## src/rtl/strm_tap.sv

```systemverilog
module strm_tap #(
  parameter int CH_W = 4,
  parameter int STRM_LO = 1,
  parameter int STRM_N = 4,
  parameter int AW = 12,
  parameter int WIN_AW = 6,
  parameter logic [AW-1:0] WIN_BASE = 12'h3C0,
  parameter int TMO = 16
) (
  input  logic                     clk,
  input  logic                     rst_n,
  input  logic [2*(1<<CH_W)-1:0]   mode_cfg,
  input  logic                     in_vld,
  input  logic [7:0]               in_byte,
  input  logic [CH_W-1:0]          in_ch,
  output logic                     out_vld,
  output logic [7:0]               out_byte,
  output logic [CH_W-1:0]          out_ch,
  output logic                     out_und,
  output logic                     eg_vld,
  output logic [7:0]               eg_byte,
  output logic [CH_W-1:0]          eg_ch,
  input  logic                     eg_rdy,
  output logic                     eg_drop,
  input  logic                     ig_vld,
  input  logic [7:0]               ig_byte,
  output logic                     ig_rdy,
  input  logic                     hreq_vld,
  input  logic                     hreq_wr,
  input  logic [AW-1:0]            hreq_addr,
  input  logic [31:0]              hreq_wdata,
  output logic                     host_rdy,
  output logic                     hrsp_vld,
  output logic [31:0]              hrsp_rdata,
  output logic                     hrsp_err,
  output logic                     xreq_vld,
  output logic                     xreq_wr,
  output logic [WIN_AW-1:0]        xreq_addr,
  output logic [31:0]              xreq_wdata,
  input  logic                     xrsp_vld,
  input  logic [31:0]              xrsp_rdata
);
  localparam logic [CH_W:0] LO_V = (CH_W+1)'(STRM_LO);
  localparam logic [CH_W:0] HI_V = (CH_W+1)'(STRM_LO + STRM_N);
  localparam int TW = $clog2(TMO);
  localparam logic [TW-1:0] CNT_LAST = TW'(TMO - 1);

  typedef enum logic [1:0] {M_PASS = 2'd0, M_SINK = 2'd1, M_SRC = 2'd2, M_PRE = 2'd3} mode_e;

  mode_e      m;
  logic       strm_ok, take, send;
  logic [1:0] cfg_m;

  assign cfg_m   = mode_cfg[{in_ch, 1'b0} +: 2];
  assign strm_ok = ({1'b0, in_ch} >= LO_V) && ({1'b0, in_ch} < HI_V);
  assign m       = strm_ok ? mode_e'(cfg_m) : M_PASS;
  assign take    = in_vld && (m == M_SRC || m == M_PRE);
  assign send    = in_vld && (m == M_SINK || m == M_PRE);
  assign ig_rdy  = take;
  assign eg_drop = eg_vld & ~eg_rdy;

  always_ff @(posedge clk) begin
    if (!rst_n) begin
      out_vld  <= 1'b0;
      out_byte <= '0;
      out_ch   <= '0;
      out_und  <= 1'b0;
      eg_vld   <= 1'b0;
      eg_byte  <= '0;
      eg_ch    <= '0;
    end else begin
      out_vld <= in_vld;
      out_ch  <= in_ch;
      out_und <= take & ~ig_vld;
      if (!in_vld || m == M_SINK) out_byte <= '0;
      else if (m == M_PASS)       out_byte <= in_byte;
      else                        out_byte <= ig_vld ? ig_byte : 8'h00;
      eg_vld  <= send;
      eg_byte <= send ? in_byte : 8'h00;
      eg_ch   <= send ? in_ch : '0;
    end
  end

  logic          busy, in_win, accept;
  logic [TW-1:0] cnt;

  assign in_win   = hreq_addr[AW-1:WIN_AW] == WIN_BASE[AW-1:WIN_AW];
  assign host_rdy = ~busy;
  assign accept   = hreq_vld & ~busy & in_win;

  always_ff @(posedge clk) begin
    if (!rst_n) begin
      busy       <= 1'b0;
      cnt        <= '0;
      xreq_vld   <= 1'b0;
      xreq_wr    <= 1'b0;
      xreq_addr  <= '0;
      xreq_wdata <= '0;
      hrsp_vld   <= 1'b0;
      hrsp_rdata <= '0;
      hrsp_err   <= 1'b0;
    end else begin
      xreq_vld   <= accept;
      hrsp_vld   <= 1'b0;
      hrsp_rdata <= '0;
      hrsp_err   <= 1'b0;
      if (accept) begin
        xreq_wr    <= hreq_wr;
        xreq_addr  <= hreq_addr[WIN_AW-1:0];
        xreq_wdata <= hreq_wdata;
        if (hreq_wr) hrsp_vld <= 1'b1;
        else begin
          busy <= 1'b1;
          cnt  <= '0;
        end
      end
      if (busy) begin
        if (xrsp_vld) begin
          hrsp_vld   <= 1'b1;
          hrsp_rdata <= xrsp_rdata;
          busy       <= 1'b0;
        end else if (cnt == CNT_LAST) begin
          hrsp_vld   <= 1'b1;
          hrsp_rdata <= 32'hDEADBEEF;
          hrsp_err   <= 1'b1;
          busy       <= 1'b0;
        end else cnt <= cnt + 1'b1;
      end
    end
  end
endmodule

```

## config.mk

```make
export PLATFORM = sky130hd
export DESIGN_NAME = strm_tap
export DESIGN_NICKNAME = d
export VERILOG_FILES = /design/src/rtl/strm_tap.sv
export SDC_FILE = /design/constraint.sdc
export NUM_CORES = 1
export LEC_CHECK = 0
export BUFFER_PORTS_ARGS = -buffer_cell sky130_fd_sc_hd__buf_2
export CAP_MARGIN = 20
export CORE_MARGIN = 3
export CORE_UTILIZATION = 42
export DETAILED_ROUTE_END_ITERATION = 12
export GPL_ROUTABILITY_DRIVEN = 0
export GPL_TIMING_DRIVEN = 0
export PLACE_DENSITY = 0.82
export SLEW_MARGIN = 20
export SYNTH_ARGS = -nofsm -noshare
export SYNTH_HDL_FRONTEND = slang
export SYNTH_SLANG_ARGS = --single-unit
```

## constraint.sdc

```tcl
create_clock -name clk -period 2.1 [get_ports clk]
set_input_delay 0 -clock clk [delete_from_list [all_inputs] [get_ports clk]]
set_output_delay 0 -clock clk [all_outputs]
set_load 0.005 [all_outputs]
```

* Word-level counts from Yosys, hierarchy flattened
Cells that the tools add are included.
** Word-level totals
- Register bits after elaboration :: 106
- Latch bits :: 0
- Memory bits (writable) :: 0
- ROM bits :: 0
- Input port bits :: 136
- Output and inout port bits :: 104
- Logic and storage cells :: 66
- Memories :: 0
** Cells by class
- Add/sub/neg operators :: 1
- Multipliers :: 0
- Divide/modulo/power cells :: 0
- Magnitude comparators :: 2
- Equal/unequal tests :: 5
- Shift operators :: 1
- Multiplexer cells :: 21
- Bitwise gates (word level) :: 8
- Reductions and logical operators :: 12
** Operators with widths (number)
- $mux W32 :: 2
- $shiftx A32 B6 Y2 :: 1
- $mux W4 :: 5
- $mux W8 :: 2
- $mux W1 :: 11
- $eq A6 B4 Y1 const B :: 1
- $add A4 B1 Y4 const B :: 1
- $and A1 B1 Y1 :: 4
- $eq A2 B2 Y1 const B :: 2
- $eq A4 B4 Y1 const B :: 1
- $ge A4 B1 Y1 const B :: 1
- $lt A4 B3 Y1 const B :: 1
- $not A1 Y1 :: 4
- $reduce_and A2 Y1 :: 2
- $logic_and A1 B1 Y1 :: 3
- $logic_or A1 B1 Y1 :: 3
- $reduce_or A3 Y1 :: 1
- $eq A2 B1 Y1 const B :: 1
- $logic_not A2 Y1 :: 1
- $mux W2 :: 1
- $reduce_or A2 Y1 :: 1
- $logic_not A1 Y1 :: 1

* Longest topological paths before layout
Gate-level depths: netlist (run 1).
- Word-level depth :: 7
- Depth in mapped cells :: 6
- Gate-level depth less buffers :: 5

* Worst setup path before layout (run 1)
Ideal clock, no wire load.
- Kind :: register to register
- Start :: register cnt[0]
- End :: register hrsp_vld
- Setup time :: 0.130 ns
- Arrival :: 1.480 ns
- Required time :: 1.970 ns
- Slack :: 0.490 ns
- Stages on the path, launching flop included :: 6
- Buffers on the path :: 1
- Clock period less this slack :: 1.610 ns
- Cell sequence :: dfxtp_1 > ha_1 > and3_1 > o211ai_1 > clkbuf_1 > nand2_1
** On the way
- Longest elaborated chain between the ends :: 4
** Ends and longest elaborated chain
- start, declared :: RTL line 85 : logic [TW-1:0] cnt;
- start signal, assigned :: RTL line 127 : end else cnt <= cnt + 1'b1;
- $eq A4 B4 Y1 :: RTL line 122 : end else if (cnt == CNT_LAST) begin
- $mux W1 :: RTL line 122
- $mux W1 :: RTL line 118 : if (xrsp_vld) begin
- $mux W1 :: RTL line 117 : if (busy) begin
- end signal, assigned :: RTL line 111 : if (hreq_wr) hrsp_vld <= 1'b1;
- end signal, assigned :: RTL line 119 : hrsp_vld <= 1'b1;
- end signal, assigned :: RTL line 123 : hrsp_vld <= 1'b1;
- end, declared :: RTL line 33 : output logic hrsp_vld,
Every way passes these cells.
A chain may end at the register's enable or synchronous reset.

* Final worst setup path (run 1)
- Start :: register cnt[0]
- End :: register hrsp_rdata[23]
** On the way
- Longest elaborated chain between the ends :: 3
** Ends and longest elaborated chain
- $eq A4 B4 Y1 :: RTL line 122
- $mux W32 :: RTL line 122
- $mux W32 :: RTL line 118
- end signal, assigned :: RTL line 120 : hrsp_rdata <= xrsp_rdata;
- end, declared :: RTL line 34 : output logic [31:0] hrsp_rdata,
Every way passes these cells.

==> results of run 1 <==
flip-flops by register name, summed over array words and instances, names as in the netlist, 4 cells and up:
signal	cells
hrsp_rdata	32
xreq_wdata	32
eg_byte	8
out_byte	8
xreq_addr	6
cnt	4
eg_ch	4
out_ch	4
final cells by class:
| class | instances | area share [%] |
|---|---|---|
| clock buffers | 11 | 2.50 |
| clock inverters | 5 | 0.744 |
| plain buffers | 25 | 2.23 |
| inverters | 31 | 1.92 |
| diodes | 1 | 0.0413 |
| well taps | 105 | 2.17 |
| multi-input cells | 244 | 22.3 |
| repair buffers | 308 | 33.0 |
| flip-flops and latches | 106 | 35.1 |
per-stage QoR:
stage | setup slack (ns) | power, mW | instance area [sq um] | utilization, % | hold WS [ns]
6_report | 0.145 | 3.66 | 6050 | 71.9 | 0.0547
5_1_grt | 0.0138 | 3.82 | 6050 | 71.8 | 0.0467
2_1_floorplan | 0.490 | 2.19 | 3720 | - | 0.0302
3_5_place_dp | 0.0706 | 2.35 | 4940 | 58.6 | 0.191
4_1_cts | 0.0497 | 3.68 | 6040 | 71.8 | 0.0381
3_3_place_gp | 0.120 | 2.34 | 4940 | 58.6 | 0.181
worst max-delay path: stages, from the launching register on:
cell and delay [ns]:
dfxtp_1 0.37, ha_1 0.25, and3_1 0.23, o211ai_1 0.46
clkbuf_1 0.42, a21oi_1 0.09
cells in the final DEF (no fill, tap or decap), drive strengths merged, types with 5 or more instances in the layout:
cell type	n
buf	226
clkbuf	27
and3	5
and2	21
nand2	91
a21oi	69
dlygate4sd3	91
inv	32
dfxtp	106
o211ai	12
mux2i	11
nor2	6
power groups by stage:
stage / registers, mW / clock network [mW] / logic, mW
final: 2.04 / 1.21 / 0.411
after global routing: 2.04 / 1.33 / 0.443
after CTS: 2.04 / 1.25 / 0.396
after detailed placement: 2.08 / 0 / 0.264
after global placement: 2.08 / 0 / 0.258
after floorplan: 2.08 / 0 / 0.104
final timing paths:
path	slack, ns	from	endpoint
worst max-delay path	0.14	cnt[0]$_SDFF_PN0_	hrsp_rdata[23]$_SDFF_PN0_
worst min-delay path	0.05	in_ch[0]	eg_ch[0]$_SDFF_PN0_
worst max register to register	0.14	cnt[0]$_SDFF_PN0_	hrsp_rdata[23]$_SDFF_PN0_
worst min register to register	0.46	xreq_wdata[16]$_SDFFE_PN0N_	xreq_wdata[16]$_SDFFE_PN0N_
routing by layer:
layer  wire, um  global-route usage (%)
met5          0                       0
met4        411                    11.4
met3        956                    4.93
met2       6500                    46.8
met1       4680                    25.4
cells by family (layout without fill, tap and decap cells):
kind of cell	after synthesis	count (layout)	share of synthesized area, %
other cells	1	2	0.101
compound gates	90	90	14.1
mux	12	12	3.36
buf+inv	56	380	6.76
fa+ha+maj	1	1	0.336
simple gates	140	140	18.3
flops	106	106	57.0
timing repair:
item                       in CTS  in global routing
setup endpoints to repair       0                 12
hold endpoints to repair       94                  0
hold buffers                   91                  0
gates resized for setup         0                  1
==> results.cfg, run 1 <==
[sta]
fmax_mhz = 511
finalHoldViolCount = 0
rsz0062_at_grt = false
finalMaxSlewViolations = 0
final.period_utilization_pct = 93.1
finClkSkew_ns = 0.0214
max_slew.worst_pin.slew_ns = 0.661
finalCriticalPeriod_ns = 1.96
fin_setup_tns_ns = 0
slew_headroom_pct = 55.9
final-setup-viol-count = 0

[drt]
drt_iter0_markers = 84
detail-route-antenna-nets = 0
vias = 4025
avgViaCountPerCell = 4.81
drc = 0
drt_first_pass_iters = 4
wl_mm = 12.6
wl_per_cell_um = 15.0

[power_and_ir_drop]
comb_power_share_pct = 11.2
netSwitchingPower_uw = 871
pwr-share-clk_pct = 33.1
p_int_mw = 2.79
p_sw_share_pct = 23.8
power.leakage_nw = 3.01
powerDensity_nw_per_um2 = 605
p_seq_share_pct = 55.6
vdd_ir_drop_max_uv = 423

[grt]
overflow = 0
grt_pass1_wl_mm = 19.7
antenna_found_initial = 0
grt_pass1_vias = 4294
grt_max_degree = 19
grt_use_total_pct = 24.5

[logic_synthesis]
seq_area_frac_synth_pct = 57.0
ys_top_cells_by_count = dfxtp_1, nand2_1, a21oi_1
synth_top_cell_area_share_pct = 57.0
ys_ff_latch = 106
avgSynthCellArea_sq_um = 9.16
synthArstFlopShare_pct = 0
synth_nets = 543
ys.flop_type = dfxtp_1
yosys-top-cells-area = dfxtp_1, a21oi_1, nand2_1
ys.warnings.count = 0
syn_inst = 406
synth_edf_count = 0
syn_area_sq_um = 3720
synth_most_common_cell = dfxtp_1
yosysTopAreaCell = dfxtp_1
synth_cell_types = 38

[die]
die_area_sq_um = 10000
die_h_um = 100
start_util_pct = 44.2
die_w_um = 100
ios = 240
rows = 33
core-area_sq_um = 8420

[critical_path]
critPathRequiredTime_ns = 2.30
r2r_cells = 5
cp_max_fo = 10
end_kind = flip-flop
cp.arrival_ns = 2.16
critPathLaunchType = flip-flop
critical_path_class = reg -> reg

[final_layout]
area_growth_pct = 62.7
nets = 862
stdcell_count = 836
seq_area_sq_um = 2120
layout-drive-gt1-share_pct = 35.3
fill_cells = 618
multi_input_area_sq_um = 1350

[clocking]
worstSkewPairLatency_ns = 0.35
post-cts-setup-buffers = 0
cts_root_buffer = clkbuf_8
clockBufferDepth = 2
clk_pin_slew_worst_paths_ns = 0.11
cts_tree = done
htreeDepth = 3
clock-sinks = 106
cts_buffers = 9

[worst_hold_path]
hold-path-cell-count = 3
hp-class = in -> reg

[job]
drv_cap = 0

[placement]
place.detailed.hpwl_mm = 7.90
placed_cells = 728
port_buffers = 217

[status]
status = completed
No activity file was read; power rests on OpenSTA's default activity.
==> run 2, diff against run 1 <==
==> config.mk (replaced) <==
export PLATFORM = sky130hd
export DESIGN_NAME = strm_tap
export DESIGN_NICKNAME = d
export VERILOG_FILES = /design/src/rtl/strm_tap.sv
export SDC_FILE = /design/constraint.sdc
export NUM_CORES = 1
export LEC_CHECK = 0
export CAP_MARGIN = 20
export CORE_AREA = 3 3 93 95
export CTS_CLUSTER_SIZE = 12
export DETAILED_ROUTE_END_ITERATION = 12
export DIE_AREA = 0 0 96 98
export DONT_BUFFER_PORTS = 1
export GPL_ROUTABILITY_DRIVEN = 0
export GPL_TIMING_DRIVEN = 0
export PLACE_DENSITY = 0.63
export RECOVER_POWER = 50
export SLEW_MARGIN = 20
export SYNTH_ARGS = -nofsm -noshare
export SYNTH_HDL_FRONTEND = slang
export SYNTH_SLANG_ARGS = --single-unit
==> results.cfg, run 2 <==
[placement]
place.detailed.hpwl_mm = 6.90
port_buffers = 0
placed_cells = 508

[logic_synthesis]
syn_area_sq_um = 3720
synth_cell_types = 38
synth_most_common_cell = dfxtp_1
synth_edf_count = 0
synthArstFlopShare_pct = 0
ys_top_cells_by_count = dfxtp_1, nand2_1, a21oi_1
synth_top_cell_area_share_pct = 57.0
syn_inst = 406
ys.warnings.count = 0
yosysTopAreaCell = dfxtp_1
avgSynthCellArea_sq_um = 9.16
ys.flop_type = dfxtp_1
synth_nets = 543
ys_ff_latch = 106
yosys-top-cells-area = dfxtp_1, a21oi_1, nand2_1
seq_area_frac_synth_pct = 57.0

[die]
start_util_pct = 47.6
ios = 240
die_h_um = 98
die_w_um = 96
rows = 32

[clocking]
hold_buffers = 105
post-cts-setup-buffers = 0
cts_root_buffer = clkbuf_8
clockBufferDepth = 2
clock-sinks = 106
htreeDepth = 3
cts_buffers = 9
cts_resized = 0

[status]
error = [ERROR RSZ-0060] Max buffer count reached.
lastStage = clock tree synthesis
status = did not finish
[run 2: cell counts after synthesis]
No cell type changed its count.
[run 2: metrics by stage]
stage               instance area (sq um)  hold WS (ns)  utilization (%)  setup slack, ns
global placement                     3850        0.0359             49.3            0.160
floorplan                            3720        0.0302                -            0.490
detailed placement                   3850        0.0347             49.3           0.0769
[run 2: kinds of logic after synthesis]
| logic type | Yosys count | synth area share, % |
|---|---|---|
| and+or+nand+nor | 140 | 18.3 |
| DFF | 106 | 57.0 |
| AOI/OAI and AO/OA | 90 | 14.1 |
| buffers and inverters | 56 | 6.76 |
| muxes | 12 | 3.36 |
| adders and majority gates | 1 | 0.336 |
| other | 1 | 0.101 |
==> run 3, diff against run 2 <==
--- a/config.mk
+++ b/config.mk
@@ -6,14 +6,13 @@
 export NUM_CORES = 1
 export LEC_CHECK = 0
 export CAP_MARGIN = 20
-export CORE_AREA = 3 3 93 95
-export CTS_CLUSTER_SIZE = 12
+export CORE_MARGIN = 3
+export CORE_UTILIZATION = 40
 export DETAILED_ROUTE_END_ITERATION = 12
-export DIE_AREA = 0 0 96 98
 export DONT_BUFFER_PORTS = 1
 export GPL_ROUTABILITY_DRIVEN = 0
 export GPL_TIMING_DRIVEN = 0
-export PLACE_DENSITY = 0.63
+export PLACE_DENSITY_LB_ADDON = 0.15
 export RECOVER_POWER = 50
 export SLEW_MARGIN = 20
 export SYNTH_ARGS = -nofsm -noshare
==> results.cfg, run 3 (synthesized netlist as in run 1, its figures left out) <==
[critical_path]
end_kind = flip-flop
cp-endpoint = eg_byte[4]$_SDFF_PN0_
r2r-end = hrsp_rdata[9]$_SDFF_PN0_
cp_max_fo = 10
critPathLaunchType = input pin
critPathRequiredTime_ns = 2.34
worstSetupStartpoint = in_ch[0]
rr_startpoint = cnt[0]$_SDFF_PN0_
critical_path_class = in -> reg
r2r_slack_ns = 0.16
r2r_cells = 5
cp.arrival_ns = 2.29

[grt]
antenna_found_initial = 0
grt_max_degree = 21
grt_use_total_pct = 18.5
grt_pass1_vias = 3100
grt_pass1_wl_mm = 15.2
overflow = 0

[sta]
final.period_utilization_pct = 97.4
fmax_mhz = 489
max_slew.worst_pin.slew_ns = 0.570
worst_hold_slack_ns = 0.0380
finClkSkew_ns = 0.0121
final-setup-viol-count = 0
finalHoldViolCount = 0
finalCriticalPeriod_ns = 2.05
slew_headroom_pct = 61.6
finalMaxSlewViolations = 0
rsz0062_at_grt = false
fin_setup_tns_ns = 0

[drt]
drt_first_pass_iters = 4
avgViaCountPerCell = 5.03
wl_mm = 10.3
vias = 3216
drt_iter0_markers = 58
drc = 0
detail-route-antenna-nets = 0
wl_per_cell_um = 16.2

[power_and_ir_drop]
p_sw_share_pct = 24.8
power.leakage_nw = 2.09
powerDensity_nw_per_um2 = 694
p_int_mw = 2.67
p_total_mw = 3.55
netSwitchingPower_uw = 881
pwr-share-clk_pct = 34.2
comb_power_share_pct = 8.2
vdd_ir_drop_max_uv = 313
p_seq_share_pct = 57.6

[final_layout]
final_util_pct = 57.6
layout-drive-gt1-share_pct = 7.91
nets = 663
final_cell_mix = dfxtp_1, dlygate4sd3_1, nand2_1
n_antenna_cell = 0
final_area_sq_um = 5120
top_regs = hrsp_rdata: 32 flops, xreq_wdata: 32 flops
area_growth_pct = 37.6

[clocking]
cts_resized = 0
cts_root_buffer = clkbuf_8
clockBufferDepth = 2
clk_pin_slew_worst_paths_ns = 0.10
clock-sinks = 106
cts_buffers = 9
htreeDepth = 3
cts_tree = done
worstSkewPairLatency_ns = 0.36

[die]
die_w_um = 102
die_h_um = 102
start_util_pct = 41.8
rows = 34
ios = 240
core-area_sq_um = 8890
die_area_sq_um = 10500

[placement]
port_buffers = 0
place.detailed.hpwl_mm = 6.63
post_dp_cell_area_sq_um = 3850

[worst_hold_path]
hp-class = in -> reg

[job]
drv_cap = 0

[status]
status = completed
## run 3: worst min path at each step
stage | startpoint | endpoint | slack [ns] | cells after the start
after floorplan | eg_rdy | eg_drop | 0.03 | 1
after global placement | eg_rdy | eg_drop | 0.04 | 1
after detailed placement | eg_rdy | eg_drop | 0.03 | 1
after CTS | xrsp_vld | hrsp_rdata[2]$_SDFF_PN0_ | 0.01 | 2
after global routing | eg_rdy | eg_drop | 0.04 | 1
final | xrsp_vld | hrsp_rdata[1]$_SDFF_PN0_ | 0.04 | 2
## run 3: worst max-delay path, stage by stage
cell	delay (ns)
dlygate4sd3_1	0.54
clkbuf_8	0.17
and4bb_1	0.21
a311oi_4	0.29
buf_4	0.19
nor3_4	0.04
buf_6	0.14
and2_4	0.15
dlygate4sd3_1	0.56
## run 3: per-layer routing
metal | GRT usage (%) | part of all wire, % | up-vias
li1 | - | - | 1567
met4 | 8.27 | 2.7 | 0
met5 | 0 | 0 | -
met2 | 32.0 | 50 | 161
met1 | 20.4 | 38 | 1461
met3 | 6.48 | 9.1 | 27
## run 3: power groups by stage
stage	clock (mW)	combinational [mW]	sequential, mW
floorplan	0	0.104	2.08
global placement	0	0.127	2.09
detailed placement	0	0.129	2.09
CTS	1.27	0.280	2.04
global route	1.33	0.316	2.05
finish	1.21	0.292	2.04
## run 3: area by class of cell
class	instances	area, sq um
tap	108	135
clock inverter	7	66.3
clock buffer	9	124
fill	745	3770
multi-input combinational	244	1350
timing repair buffer	109	1080
buffer	25	125
sequential	106	2120
inverter	31	116
## run 3: timing repair
item	4_1_cts	5_1_grt
hold buffers	106	0
endpoints found under the setup margin	0	9
buffers inserted	0	3
hold endpoints to repair	104	0
## run 3: per-stage QoR
stage,worst slack [ns],std cells
finish,0.0549,639
detailed placement,0.175,514
global placement,0.190,514
floorplan,0.490,406
CTS,0.0404,636
global route,0.0114,639
==> run 4, diff against run 3 <==
--- a/config.mk
+++ b/config.mk
@@ -6,13 +6,14 @@
 export NUM_CORES = 1
 export LEC_CHECK = 0
 export CAP_MARGIN = 20
-export CORE_MARGIN = 3
+export CORE_ASPECT_RATIO = 1.5
+export CORE_MARGIN = 5
 export CORE_UTILIZATION = 40
 export DETAILED_ROUTE_END_ITERATION = 12
 export DONT_BUFFER_PORTS = 1
 export GPL_ROUTABILITY_DRIVEN = 0
 export GPL_TIMING_DRIVEN = 0
-export PLACE_DENSITY_LB_ADDON = 0.15
+export PLACE_DENSITY_LB_ADDON = 0.05
 export RECOVER_POWER = 50
 export SLEW_MARGIN = 20
 export SYNTH_ARGS = -nofsm -noshare
==> results.cfg, run 4 (synthesized netlist as in run 1, its figures left out) <==
[status]
status = completed

[sta]
finalCriticalPeriod_ns = 2.03
fin_setup_tns_ns = 0
max_slew.worst_pin.slew_ns = 0.686
final-setup-viol-count = 0
finalHoldViolCount = 0
fmax_mhz = 494
slew_headroom_pct = 54.3
final.period_utilization_pct = 96.4
finalMaxSlewViolations = 0
finClkSkew_ns = 0.00506
rsz0062_at_grt = false

[critical_path]
r2r_cells = 5
critical_path_class = in -> reg
slowest_stage = a311oi_4
end_kind = flip-flop
cp_num_buf_inv = 4
worstSetupStartpoint = in_ch[2]
r2r_slack_ns = 0.30
critPathLaunchType = input pin
rr_startpoint = busy$_SDFF_PN0_
slowest_delay_ns = 0.64
cpMostUsedCell = dlygate4sd3_1
critical_path.top_delay_family = buffers and inverters
cp_max_fo = 10
r2r-end = xreq_wdata[16]$_SDFFE_PN0N_
cp.arrival_ns = 2.25
cp-endpoint = eg_byte[6]$_SDFF_PN0_
critPathRequiredTime_ns = 2.32
crit_chain = dlygate4sd3_1 -> inv_1 -> a311oi_4 -> nor3_4 -> buf_6 -> and2_4 -> dlygate4sd3_1
cp.depth = 7

[final_layout]
layout-drive-gt1-share_pct = 7.40
fill_cells = 791
final_common_cell = dfxtp_1
top_regs = hrsp_rdata: 32 flops, xreq_wdata: 32 flops
final_cell_mix = dfxtp_1, dlygate4sd3_1, nand2_1
n_antenna_cell = 0
final_area_sq_um = 5220
nets = 660
area_growth_pct = 40.2

[die]
rows = 43
ios = 240
start_util_pct = 40.4
die_w_um = 88.7
die_area_sq_um = 11400
core-area_sq_um = 9200
die_h_um = 128

[power_and_ir_drop]
power.leakage_nw = 2.13
p_total_mw = 4.05
powerDensity_nw_per_um2 = 777
vdd_ir_drop_max_uv = 554

[grt]
grt.busiest_layer = met2
grt_pass1_vias = 3324
use_met3_pct = 6.37
grt_use_total_pct = 19.1
use_met2_pct = 34.6
met1_usage_pct = 18.3
overflow = 0
grt_max_degree = 17
grt_pass1_wl_mm = 16.6
antenna_found_initial = 0

[placement]
port_buffers = 0
post_dp_cell_area_sq_um = 3860
place.detailed.hpwl_mm = 7.26

[worst_hold_path]
hp-class = in -> out

[drt]
wl_per_cell_um = 16.6
drt_iter0_markers = 69
avgViaCountPerCell = 4.97
vias = 3176
drc = 0
detail-route-antenna-nets = 0
drt_first_pass_iters = 4
wl_mm = 10.6

[clocking]
htreeDepth = 3
clockBufferDepth = 2
cts_root_buffer = clkbuf_16
clock-sinks = 106
cts_tree = done
cts_buffers = 9
cts_resized = 0
worstSkewPairLatency_ns = 0.34
clk_pin_slew_worst_paths_ns = 0.07

[job]
drv_cap = 0
-- run 4: cell types whose count changed in the layout (fill, tap and decap cells not counted), sizes merged --
| cell | change |
|---|---|
| inv | -5 |
| bufinv | +2 |
| dlygate4sd3 | -2 |
| buf | -1 |
| clkbuf | +1 |
| clkinv | +1 |
-- run 4: report_power, final --
part | total [mW] | internal [mW] | switching, mW | leakage [nW]
Sequential | 2.04 | 2.03 | 0.0140 | 0.857
Clock | 1.72 | 1.04 | 0.689 | 0.145
Combinational | 0.282 | 0.167 | 0.115 | 1.12
-- run 4: worst min path at each step --
stage | from | to | cells past startpoint
final | eg_rdy | eg_drop | 1
after global routing | eg_rdy | eg_drop | 1
after CTS | eg_rdy | eg_drop | 1
after detailed placement | eg_rdy | eg_drop | 1
after global placement | eg_rdy | eg_drop | 1
after floorplan | eg_rdy | eg_drop | 1
-- run 4: layout make-up --
class                           count  area (sq um)  area share [%]
Buffer                             25           125            2.40
Clock buffer                       10           229            4.39
Clock inverter                      5          80.1            1.54
Inverter                           31           116            2.23
Multi-Input combinational cell    244          1350            25.8
Sequential cell                   106          2120            40.7
Tap cell                          112           140            2.69
Timing Repair Buffer              106          1060            20.2
-- run 4: metal layers --
layer / wire (um) / vias to the layer above
li1: - / 1562
met3: 1060 / 23
met5: 0 / -
met1: 3400 / 1454
met2: 5860 / 137
met4: 315 / 0
-- run 4: per-stage QoR --
step                      setup WS [ns]  hold slack, ns  instances  utilization (%)
after floorplan                   0.490          0.0302        406                -
after global placement            0.163          0.0355        518             42.0
after detailed placement          0.144          0.0335        518             42.0
after CTS                         0.136          0.0342        637             56.6
after global routing             0.0282          0.0400        639             56.7
final                            0.0749          0.0330        639             56.7
-- run 4: timing repair --
action                                  CTS  global route
endpoints found under the setup margin    0            20
buffers inserted                          0             2
hold buffers                            104             0
hold endpoints to repair                103             0
